===== src/rtl/xpd_pkg.sv =====
package xpd_pkg;
  typedef enum logic [1:0] {
    PH_IDLE    = 2'd0,
    PH_COMPACT = 2'd1,
    PH_DRAIN   = 2'd2
  } xpd_phase_e;
endpackage


===== src/rtl/xpd_rst_sync.sv =====
module xpd_rst_sync (
  input  logic clk,
  input  logic rst_n,
  output logic rst_sync_n
);
  logic meta_q;
  logic sync_q;

  always_ff @(posedge clk or negedge rst_n) begin
    if (!rst_n) begin
      meta_q <= 1'b0;
      sync_q <= 1'b0;
    end else begin
      meta_q <= 1'b1;
      sync_q <= meta_q;
    end
  end

  assign rst_sync_n = sync_q;
endmodule


===== src/rtl/xpd_seq.sv =====
module xpd_seq
  import xpd_pkg::*;
#(
  parameter int CHAIN_LEN  = 12,
  parameter int NUM_BLOCKS = 3
) (
  input  logic       clk,
  input  logic       rst_n,
  input  logic       start,
  input  logic       shift_en,
  output xpd_phase_e phase,
  output logic       done
);
  localparam int SEG_LEN = CHAIN_LEN / NUM_BLOCKS;
  localparam int SEG_W   = (SEG_LEN > 1) ? $clog2(SEG_LEN) : 1;
  localparam int BLK_W   = (NUM_BLOCKS > 1) ? $clog2(NUM_BLOCKS) : 1;
  localparam logic [SEG_W-1:0] SEG_LAST = SEG_W'(SEG_LEN - 1);
  localparam logic [BLK_W-1:0] BLK_LAST = BLK_W'(NUM_BLOCKS - 1);

  logic             active_q, active_d;
  logic             done_q,   done_d;
  logic [SEG_W-1:0] seg_q,    seg_d;
  logic [BLK_W-1:0] blk_q,    blk_d;
  logic             step;

  assign step = active_q && shift_en;

  always_comb begin
    active_d = active_q;
    done_d   = done_q;
    seg_d    = seg_q;
    blk_d    = blk_q;
    if (start) begin
      active_d = 1'b1;
      done_d   = 1'b0;
      seg_d    = '0;
      blk_d    = '0;
    end else if (step) begin
      if (seg_q == SEG_LAST) begin
        seg_d = '0;
        if (blk_q == BLK_LAST) begin
          active_d = 1'b0;
          done_d   = 1'b1;
          blk_d    = '0;
        end else begin
          blk_d = blk_q + 1'b1;
        end
      end else begin
        seg_d = seg_q + 1'b1;
      end
    end
  end

  always_ff @(posedge clk or negedge rst_n) begin
    if (!rst_n) begin
      active_q <= 1'b0;
      done_q   <= 1'b0;
      seg_q    <= '0;
      blk_q    <= '0;
    end else begin
      active_q <= active_d;
      done_q   <= done_d;
      seg_q    <= seg_d;
      blk_q    <= blk_d;
    end
  end

  always_comb begin
    if (!active_q)        phase = PH_IDLE;
    else if (blk_q == '0) phase = PH_COMPACT;
    else                  phase = PH_DRAIN;
  end

  assign done = done_q;

  // start always re-arms from shift zero
  a_r8_restart: assert property (@(posedge clk) disable iff (!rst_n)
    start |=> (active_q && !done_q && seg_q == '0 && blk_q == '0));

  // without shift enable the position is held
  a_r6_hold: assert property (@(posedge clk) disable iff (!rst_n)
    (!start && !shift_en) |=> ($stable(seg_q) && $stable(blk_q) && $stable(done_q)));

  // done and an active unload never overlap
  a_r7_done_idle: assert property (@(posedge clk) disable iff (!rst_n)
    done_q |-> !active_q);

  // done only rises on the last shift of the last block
  a_r7_done_rise: assert property (@(posedge clk) disable iff (!rst_n)
    $rose(done_q) |-> $past(shift_en && blk_q == BLK_LAST && seg_q == SEG_LAST));
endmodule


===== src/rtl/xpd_xor_tree.sv =====
module xpd_xor_tree #(
  parameter int WIDTH = 12
) (
  input  logic [WIDTH-1:0] vec,
  output logic             par
);
  logic [WIDTH:0] acc;

  assign acc[0] = 1'b0;

  for (genvar i = 0; i < WIDTH; i++) begin : g_acc
    assign acc[i+1] = acc[i] ^ vec[i];
  end

  assign par = acc[WIDTH];
endmodule


===== src/rtl/xpd_fill_route.sv =====
module xpd_fill_route
  import xpd_pkg::*;
#(
  parameter int NUM_BLOCKS = 3
) (
  input  xpd_phase_e            phase,
  input  logic                  cmp_bit,
  input  logic [NUM_BLOCKS-1:0] buf_tap,
  output logic [NUM_BLOCKS-1:0] buf_fill,
  output logic                  scan_out
);
  logic in_compact;
  logic in_drain;

  assign in_compact = (phase == PH_COMPACT);
  assign in_drain   = (phase == PH_DRAIN);

  for (genvar k = 0; k < NUM_BLOCKS; k++) begin : g_seg
    if (k == NUM_BLOCKS - 1 && k == 0) begin : g_only
      assign buf_fill[k] = in_compact & cmp_bit;
    end else if (k == NUM_BLOCKS - 1) begin : g_last
      assign buf_fill[k] = in_compact ? cmp_bit : (in_drain & buf_tap[k-1]);
    end else if (k == 0) begin : g_head
      assign buf_fill[k] = 1'b0;
    end else begin : g_mid
      assign buf_fill[k] = in_drain & buf_tap[k-1];
    end
  end

  assign scan_out = in_drain & buf_tap[NUM_BLOCKS-1];
endmodule


===== src/rtl/xpd_resp_compactor.sv =====
module xpd_resp_compactor
  import xpd_pkg::*;
#(
  parameter int NUM_CHAINS = 4,
  parameter int CHAIN_LEN  = 12,
  parameter int NUM_BLOCKS = 3,
  parameter int BUF_CHAIN  = 0
) (
  input  logic                           clk,
  input  logic                           rst_n,
  input  logic                           start,
  input  logic                           shift_en,
  input  logic [NUM_CHAINS*NUM_BLOCKS-1:0] seg_tap,
  output logic [NUM_CHAINS*NUM_BLOCKS-1:0] seg_fill,
  output logic                           cmp_bit,
  output logic                           scan_out,
  output logic                           done
);
  localparam int NUM_TAPS = NUM_CHAINS * NUM_BLOCKS;
  localparam int BUF_BASE = BUF_CHAIN * NUM_BLOCKS;
  localparam int BUF_TAIL = BUF_BASE + NUM_BLOCKS - 1;

  logic                  rst_sync_n;
  xpd_phase_e            phase;
  logic                  par;
  logic [NUM_BLOCKS-1:0] buf_fill;

  xpd_rst_sync u_rst_sync (
    .clk        (clk),
    .rst_n      (rst_n),
    .rst_sync_n (rst_sync_n)
  );

  xpd_seq #(
    .CHAIN_LEN  (CHAIN_LEN),
    .NUM_BLOCKS (NUM_BLOCKS)
  ) u_seq (
    .clk      (clk),
    .rst_n    (rst_sync_n),
    .start    (start),
    .shift_en (shift_en),
    .phase    (phase),
    .done     (done)
  );

  xpd_xor_tree #(
    .WIDTH (NUM_TAPS)
  ) u_xor (
    .vec (seg_tap),
    .par (par)
  );

  assign cmp_bit = (phase == PH_COMPACT) & par;

  xpd_fill_route #(
    .NUM_BLOCKS (NUM_BLOCKS)
  ) u_route (
    .phase    (phase),
    .cmp_bit  (cmp_bit),
    .buf_tap  (seg_tap[BUF_BASE +: NUM_BLOCKS]),
    .buf_fill (buf_fill),
    .scan_out (scan_out)
  );

  for (genvar c = 0; c < NUM_CHAINS; c++) begin : g_chain
    if (c == BUF_CHAIN) begin : g_buf
      assign seg_fill[c*NUM_BLOCKS +: NUM_BLOCKS] = buf_fill;
    end else begin : g_zero
      assign seg_fill[c*NUM_BLOCKS +: NUM_BLOCKS] = '0;
    end
  end

  // tester stream stays quiet while compacting
  a_r2_quiet_out: assert property (@(posedge clk) disable iff (!rst_sync_n)
    (phase == PH_COMPACT) |-> !scan_out);

  // compacted bit only appears in the first block
  a_r4_gate_cmp: assert property (@(posedge clk) disable iff (!rst_sync_n)
    (phase != PH_COMPACT) |-> !cmp_bit);

  // compacted bit is what enters the buffer tail segment
  a_r3_buf_write: assert property (@(posedge clk) disable iff (!rst_sync_n)
    (phase == PH_COMPACT) |-> (seg_fill[BUF_TAIL] == cmp_bit));

  // nothing toggles toward the chains while idle
  a_r7_idle_fill: assert property (@(posedge clk) disable iff (!rst_sync_n)
    (phase == PH_IDLE) |-> (seg_fill == '0 && !scan_out));
endmodule


===== config.mk =====
export PLATFORM = sky130hd
export DESIGN_NAME = xpd_resp_compactor
export DESIGN_NICKNAME = d
export VERILOG_FILES = /design/src/rtl/xpd_pkg.sv /design/src/rtl/xpd_rst_sync.sv /design/src/rtl/xpd_seq.sv /design/src/rtl/xpd_xor_tree.sv /design/src/rtl/xpd_fill_route.sv /design/src/rtl/xpd_resp_compactor.sv
export SDC_FILE = /design/constraint.sdc
export NUM_CORES = 1
export LEC_CHECK = 0
export ABC_AREA = 0
export BUFFER_PORTS_ARGS = -buffer_cell sky130_fd_sc_hd__buf_4
export CAP_MARGIN = 15
export CORE_UTILIZATION = 40
export CTS_CLUSTER_SIZE = 25
export DETAILED_ROUTE_END_ITERATION = 10
export GPL_TIMING_DRIVEN = 0
export PLACE_DENSITY_LB_ADDON = 0.1
export SYNTH_ARGS = -nofsm -noshare
export SYNTH_HDL_FRONTEND = slang
export SYNTH_SLANG_ARGS = --single-unit

===== constraint.sdc =====
create_clock -name clk -period 1.37 [get_ports clk]
set_input_delay 0.0685 -clock clk [delete_from_list [all_inputs] [get_ports clk]]
set_output_delay 0.0685 -clock clk [all_outputs]
set_load 0.1 [all_outputs]

# Word-level counts from Yosys, hierarchy flattened
# Index checks and enable logic that the tools add are counted.
[totals]
input_bits = 16
output_inout_bits = 15
reg_bits = 8
elab_cells = 52
[classes]
bitwise_logic = 15
n_eq_ne = 4
muxes = 18
n_reduce_logical = 7
addsub = 2
[op_table]
columns = ["cell", "count"]
rows = [
  ["$mux 2", 9],
  ["$xor 1x1->1", 11],
  ["$mux 1", 9],
  ["$eq 2x2->1 const B", 3],
  ["$reduce_bool 2->1", 3],
  ["$add 2x1->2 const B", 2],
  ["$and 1x1->1", 4],
  ["$reduce_and 3->1", 1],
  ["$eq 2x1->1 const B", 1],
  ["$logic_not 2->1", 1],
  ["$reduce_and 2->1", 1],
  ["$logic_and 1x1->1", 1],
]

# Longest topological paths before layout
[logic_depth]
word_depth = 13
mapped_depth = 5
depth_no_buf = 5

# Hierarchy
# Synthesis repeated with hierarchy kept, for this count alone.
[unflattened]
cells_unflattened = 61
area_unflattened_um2 = 620.6
[modules_own_cells]
columns = ["module", "cells_per_inst", "seq_area_each_um2", "area_per_inst_um2", "n_inst"]
rows = [
  ["xpd_seq", 30, 150.1, 340.3, 1],
  ["xpd_xor_tree", 10, 0.0, 101.3, 1],
  ["xpd_resp_compactor", 11, 0.0, 80.1, 1],
  ["xpd_rst_sync", 3, 50.0, 53.8, 1],
  ["xpd_fill_route", 7, 0.0, 45.0, 1],
]

# Worst setup path after synthesis
# OpenSTA, ideal clock, no wires.
[synth_path]
path_type = "input to output"
from = "input port seg_tap[9]"
to = "output port cmp_bit"
cell_stages = 4
arrival_ns = 1.476
n_path_buf = 0
setup_slack_ns = -0.174
required_time_ns = 1.302
cell_sequence = "xnor2_1 > xnor2_1 > xnor3_1 > and3_1"
[synth_via]
elab_chain_len = 4
[synth_rtl]
columns = ["element", "line", "source"]
rows = [
  ["start: declaration", "xpd_resp_compactor.sv:13", "input logic [NUM_CHAINS*NUM_BLOCKS-1:0] seg_tap,"],
  ["$xor 1x1->1 (3 in a row)", "xpd_xor_tree.sv:12", "assign acc[i+1] = acc[i] ^ vec[i];"],
  ["$and 1x1->1", "xpd_resp_compactor.sv:53", "assign cmp_bit = (phase == PH_COMPACT) & par;"],
  ["end: declaration", "xpd_resp_compactor.sv:15", "output logic cmp_bit,"],
]
# No other way between the ends.

# Worst setup path in the final report
[layout_path]
from = "input port seg_tap[9]"
to = "output port seg_fill[2]"
[layout_via]
elab_chain_len = 5
[layout_rtl]
columns = ["element", "line", "source"]
rows = [
  ["$xor 1x1->1 (3 in a row)", "xpd_xor_tree.sv:12", ""],
  ["$and 1x1->1", "xpd_resp_compactor.sv:53", ""],
  ["$mux 1", "xpd_fill_route.sv:22", "assign buf_fill[k] = in_compact ? cmp_bit : (in_drain & buf_tap[k-1]);"],
  ["end: declaration", "xpd_resp_compactor.sv:14", "output logic [NUM_CHAINS*NUM_BLOCKS-1:0] seg_fill,"],
]
# No other way between the ends.

==> results.sh <==
export IMPL_final_util=0.772
export IMPL_hold_start="start"
export IMPL_placed_cells=98
export IMPL_fill_cells=92
export IMPL_final_nets=108
export IMPL_start_util=0.452
export IMPL_drt_iter0_markers=3
export IMPL_yosys_warnings=0
export IMPL_rr_startpoint="u_seq.active_q"
export IMPL_drt_wl_total_um=1130
export IMPL_dpl_hpwl_um=781
export IMPL_cts_made_buffers=3
export IMPL_startpoint="seg_tap[9]"
export IMPL_grt_max_degree=9
export IMPL_hold_path_class="in2reg"
export IMPL_ant_nets=0
export IMPL_grtUsageTotal=0.148
export IMPL_crit_path_max_incr_delay_ns=0.45
export IMPL_vias=452
export IMPL_wl_per_cell_um=11.0
export IMPL_rsz0062_at_grt="true"
export IMPL_instances_no_fill=103
export IMPL_fin_skew_ns=0.000705
export IMPL_finalMaxSlewViolations=0
export IMPL_synth_seq_cells=8
export IMPL_die_y_um=38.4
export IMPL_netlist_instances=55
export IMPL_async_flop_share=1.00
export IMPL_numPortBuffers=20
export IMPL_cp_cell_sequence="buf_4 > xnor2_2 > xnor2_1 > xnor3_1 > o21ba_4 > buf_12"
export IMPL_diodes=0
export IMPL_ys_types=19
export IMPL_worstPathRequired_ns=1.30
export IMPL_synth_enable_flop_cells=0
export IMPL_fp_dieW_um=38.4
export IMPL_drive_gt1_frac=0.506
export IMPL_remaining_drc_errors=0
export IMPL_die_area_um2=1470
export IMPL_grt_pass1_wl_um=1470
export IMPL_grt_pass1_vias=391
export IMPL_cp_data_arrival_time_ns=1.34
export IMPL_reg2reg_depth=3
export IMPL_regToRegSetupSlack_ns=0.02
export IMPL_cp_end_kind="output port"
export IMPL_setup_slack_ns=-0.0350
export IMPL_synth_ff_type="dfrtp_1"
export IMPL_cts_sinks=8
export IMPL_worst_path_max_fanout=2
export IMPL_clkTransAtPathRegs_ns=0.05
export IMPL_grt_remaining_overflow=0
export IMPL_hold_viol_final=0
export IMPL_ys_seq_area_frac=0.378
export IMPL_cp_start_kind="input port"
export IMPL_fin_crit_ns=1.41
export IMPL_syn_area_um2=529
export IMPL_globalplace_congestion=0.649
export IMPL_hold_depth=2
export IMPL_p_leak_nw=0.456
export IMPL_antenna_found_initial=0
export IMPL_crit_type="in2out"
export IMPL_crit_slowest_cell="xnor3_1"
export IMPL_power_per_cell_area_nw_per_um2=1370
export IMPL_io_pins=31
export IMPL_fmax_mhz=712
export IMPL_status="finished with violations"
export IMPL_cts_buffer_depth=2
export IMPL_coreArea_um2=1170
export IMPL_violations="setup timing"
export IMPL_ir_worst_vdd_v=0.00104
export IMPL_cts_root_buf="clkbuf_4"
export IMPL_syn_avg_cell_area_um2=9.62
export IMPL_clk_latency_ns=0.24
export IMPL_vias_per_cell=4.39
export IMPL_syn_to_final_growth_pct=70.9
export IMPL_cts_max_level=1
export IMPL_power_mw=1.24
export IMPL_period_share=1.03
export IMPL_drv_cap=0
export IMPL_core_rowCount=12
export IMPL_drt_first_pass_iters=3
export IMPL_finalSetupViolCount=1
export IMPL_cts_tree="done"
per-layer routing:
metal  vias up  track usage  routed length [um]
met3         0       0.0349                  64
met2        23        0.267                 644
met4         0       0.0776                   0
met5         -            0                   0
met1       200        0.159                 422
li1        229            -                   -
layout make-up:
cell class	instances	area (um2)	share of cell area
buffer	10	75.1	0.0830
clock buffer	3	22.5	0.0249
inverter	1	3.75	0.00415
multi-input combinational	45	357	0.394
sequential	8	200	0.221
tap	14	17.5	0.0194
timing repair buffer	22	229	0.253
sequential cells by signal, indices dropped and copies added, names as in the netlist:
| register | flops |
|---|---|
| u_rst_sync.meta_q | 1 |
| u_seq.seg_q | 2 |
| u_seq.active_q | 1 |
| u_seq.blk_q | 2 |
| u_seq.done | 1 |
| u_rst_sync.rst_sync_n | 1 |
cell usage in the layout, fill, tap and decap left out, types with 2 or more instances in the layout:
cell      synthesis  routed
buf_4            10      25
conb_1            2      11
dfrtp_1           8       8
xnor2_1           9       5
a21oi_1           4       4
nor2_1            5       4
buf_12            0       4
and3_4            0       3
xnor2_2           0       3
clkbuf_4          0       3
nand2_1           2       2
power breakdown:
part	switching [mW]	total, mW	internal (mW)
combinational	0.501	0.821	0.321
sequential	0.00757	0.253	0.246
clock	0.0674	0.167	0.0994
stage by stage:
step	hold slack (ns)	TNS, ns	instance area, um2	setup WS, ns
after detailed placement	-0.149	-0.150	732	-0.0837
after global placement	-0.149	-0.110	732	-0.0631
final	0.0248	-0.0350	905	-0.0350
after global routing	0.0146	-0.264	905	-0.0733
after CTS	0.0172	-0.0297	831	-0.0297
after floorplan	-0.227	0	564	0.0171
worst paths after layout:
path	to
max	seg_fill[2]
min	u_seq.done
max reg2reg	u_seq.active_q
min reg2reg	u_seq.active_q
max in group asynchronous	u_seq.blk_q[0]
min in group asynchronous	u_seq.active_q
cells in the mapped netlist (2+ instances only):
cell	count	area (um2)
conb_1	2	7.51
nor2_1	5	18.8
xnor2_1	9	78.8
a21oi_1	4	20.0
and3_1	3	18.8
nand2_1	2	7.51
buf_4	10	75.1
nand3_1	2	10.0
dfrtp_1	8	200
cells by family after synthesis:
kind of cell / after synthesis / share of synthesized area
other: 2 / 0.0142
buffers and inverters: 11 / 0.149
AND/OR/NAND/NOR: 15 / 0.147
adder cells (fa/ha/maj): 1 / 0.0236
AO/OA/AOI/OAI: 7 / 0.0804
XOR/XNOR: 11 / 0.208
flip-flops: 8 / 0.378
critical path: cells and delay by family:
| kind | cells | cell delay, ns |
|---|---|---|
| xor gates and xnor gates | 3 | 0.75 |
| buffers and inverters | 2 | 0.28 |
| AOI/OAI and AO/OA | 1 | 0.24 |
repair_timing:
item | in CTS | in global routing
hold buffers | 1 | 0
endpoints found under the hold margin | 2 | 0
gates resized for setup | 13 | 14
endpoints found under the setup margin | 5 | 5
pin swaps | 3 | 7
setup buffers | 1 | 0
Note: power is estimated with default switching activity, not from simulation.
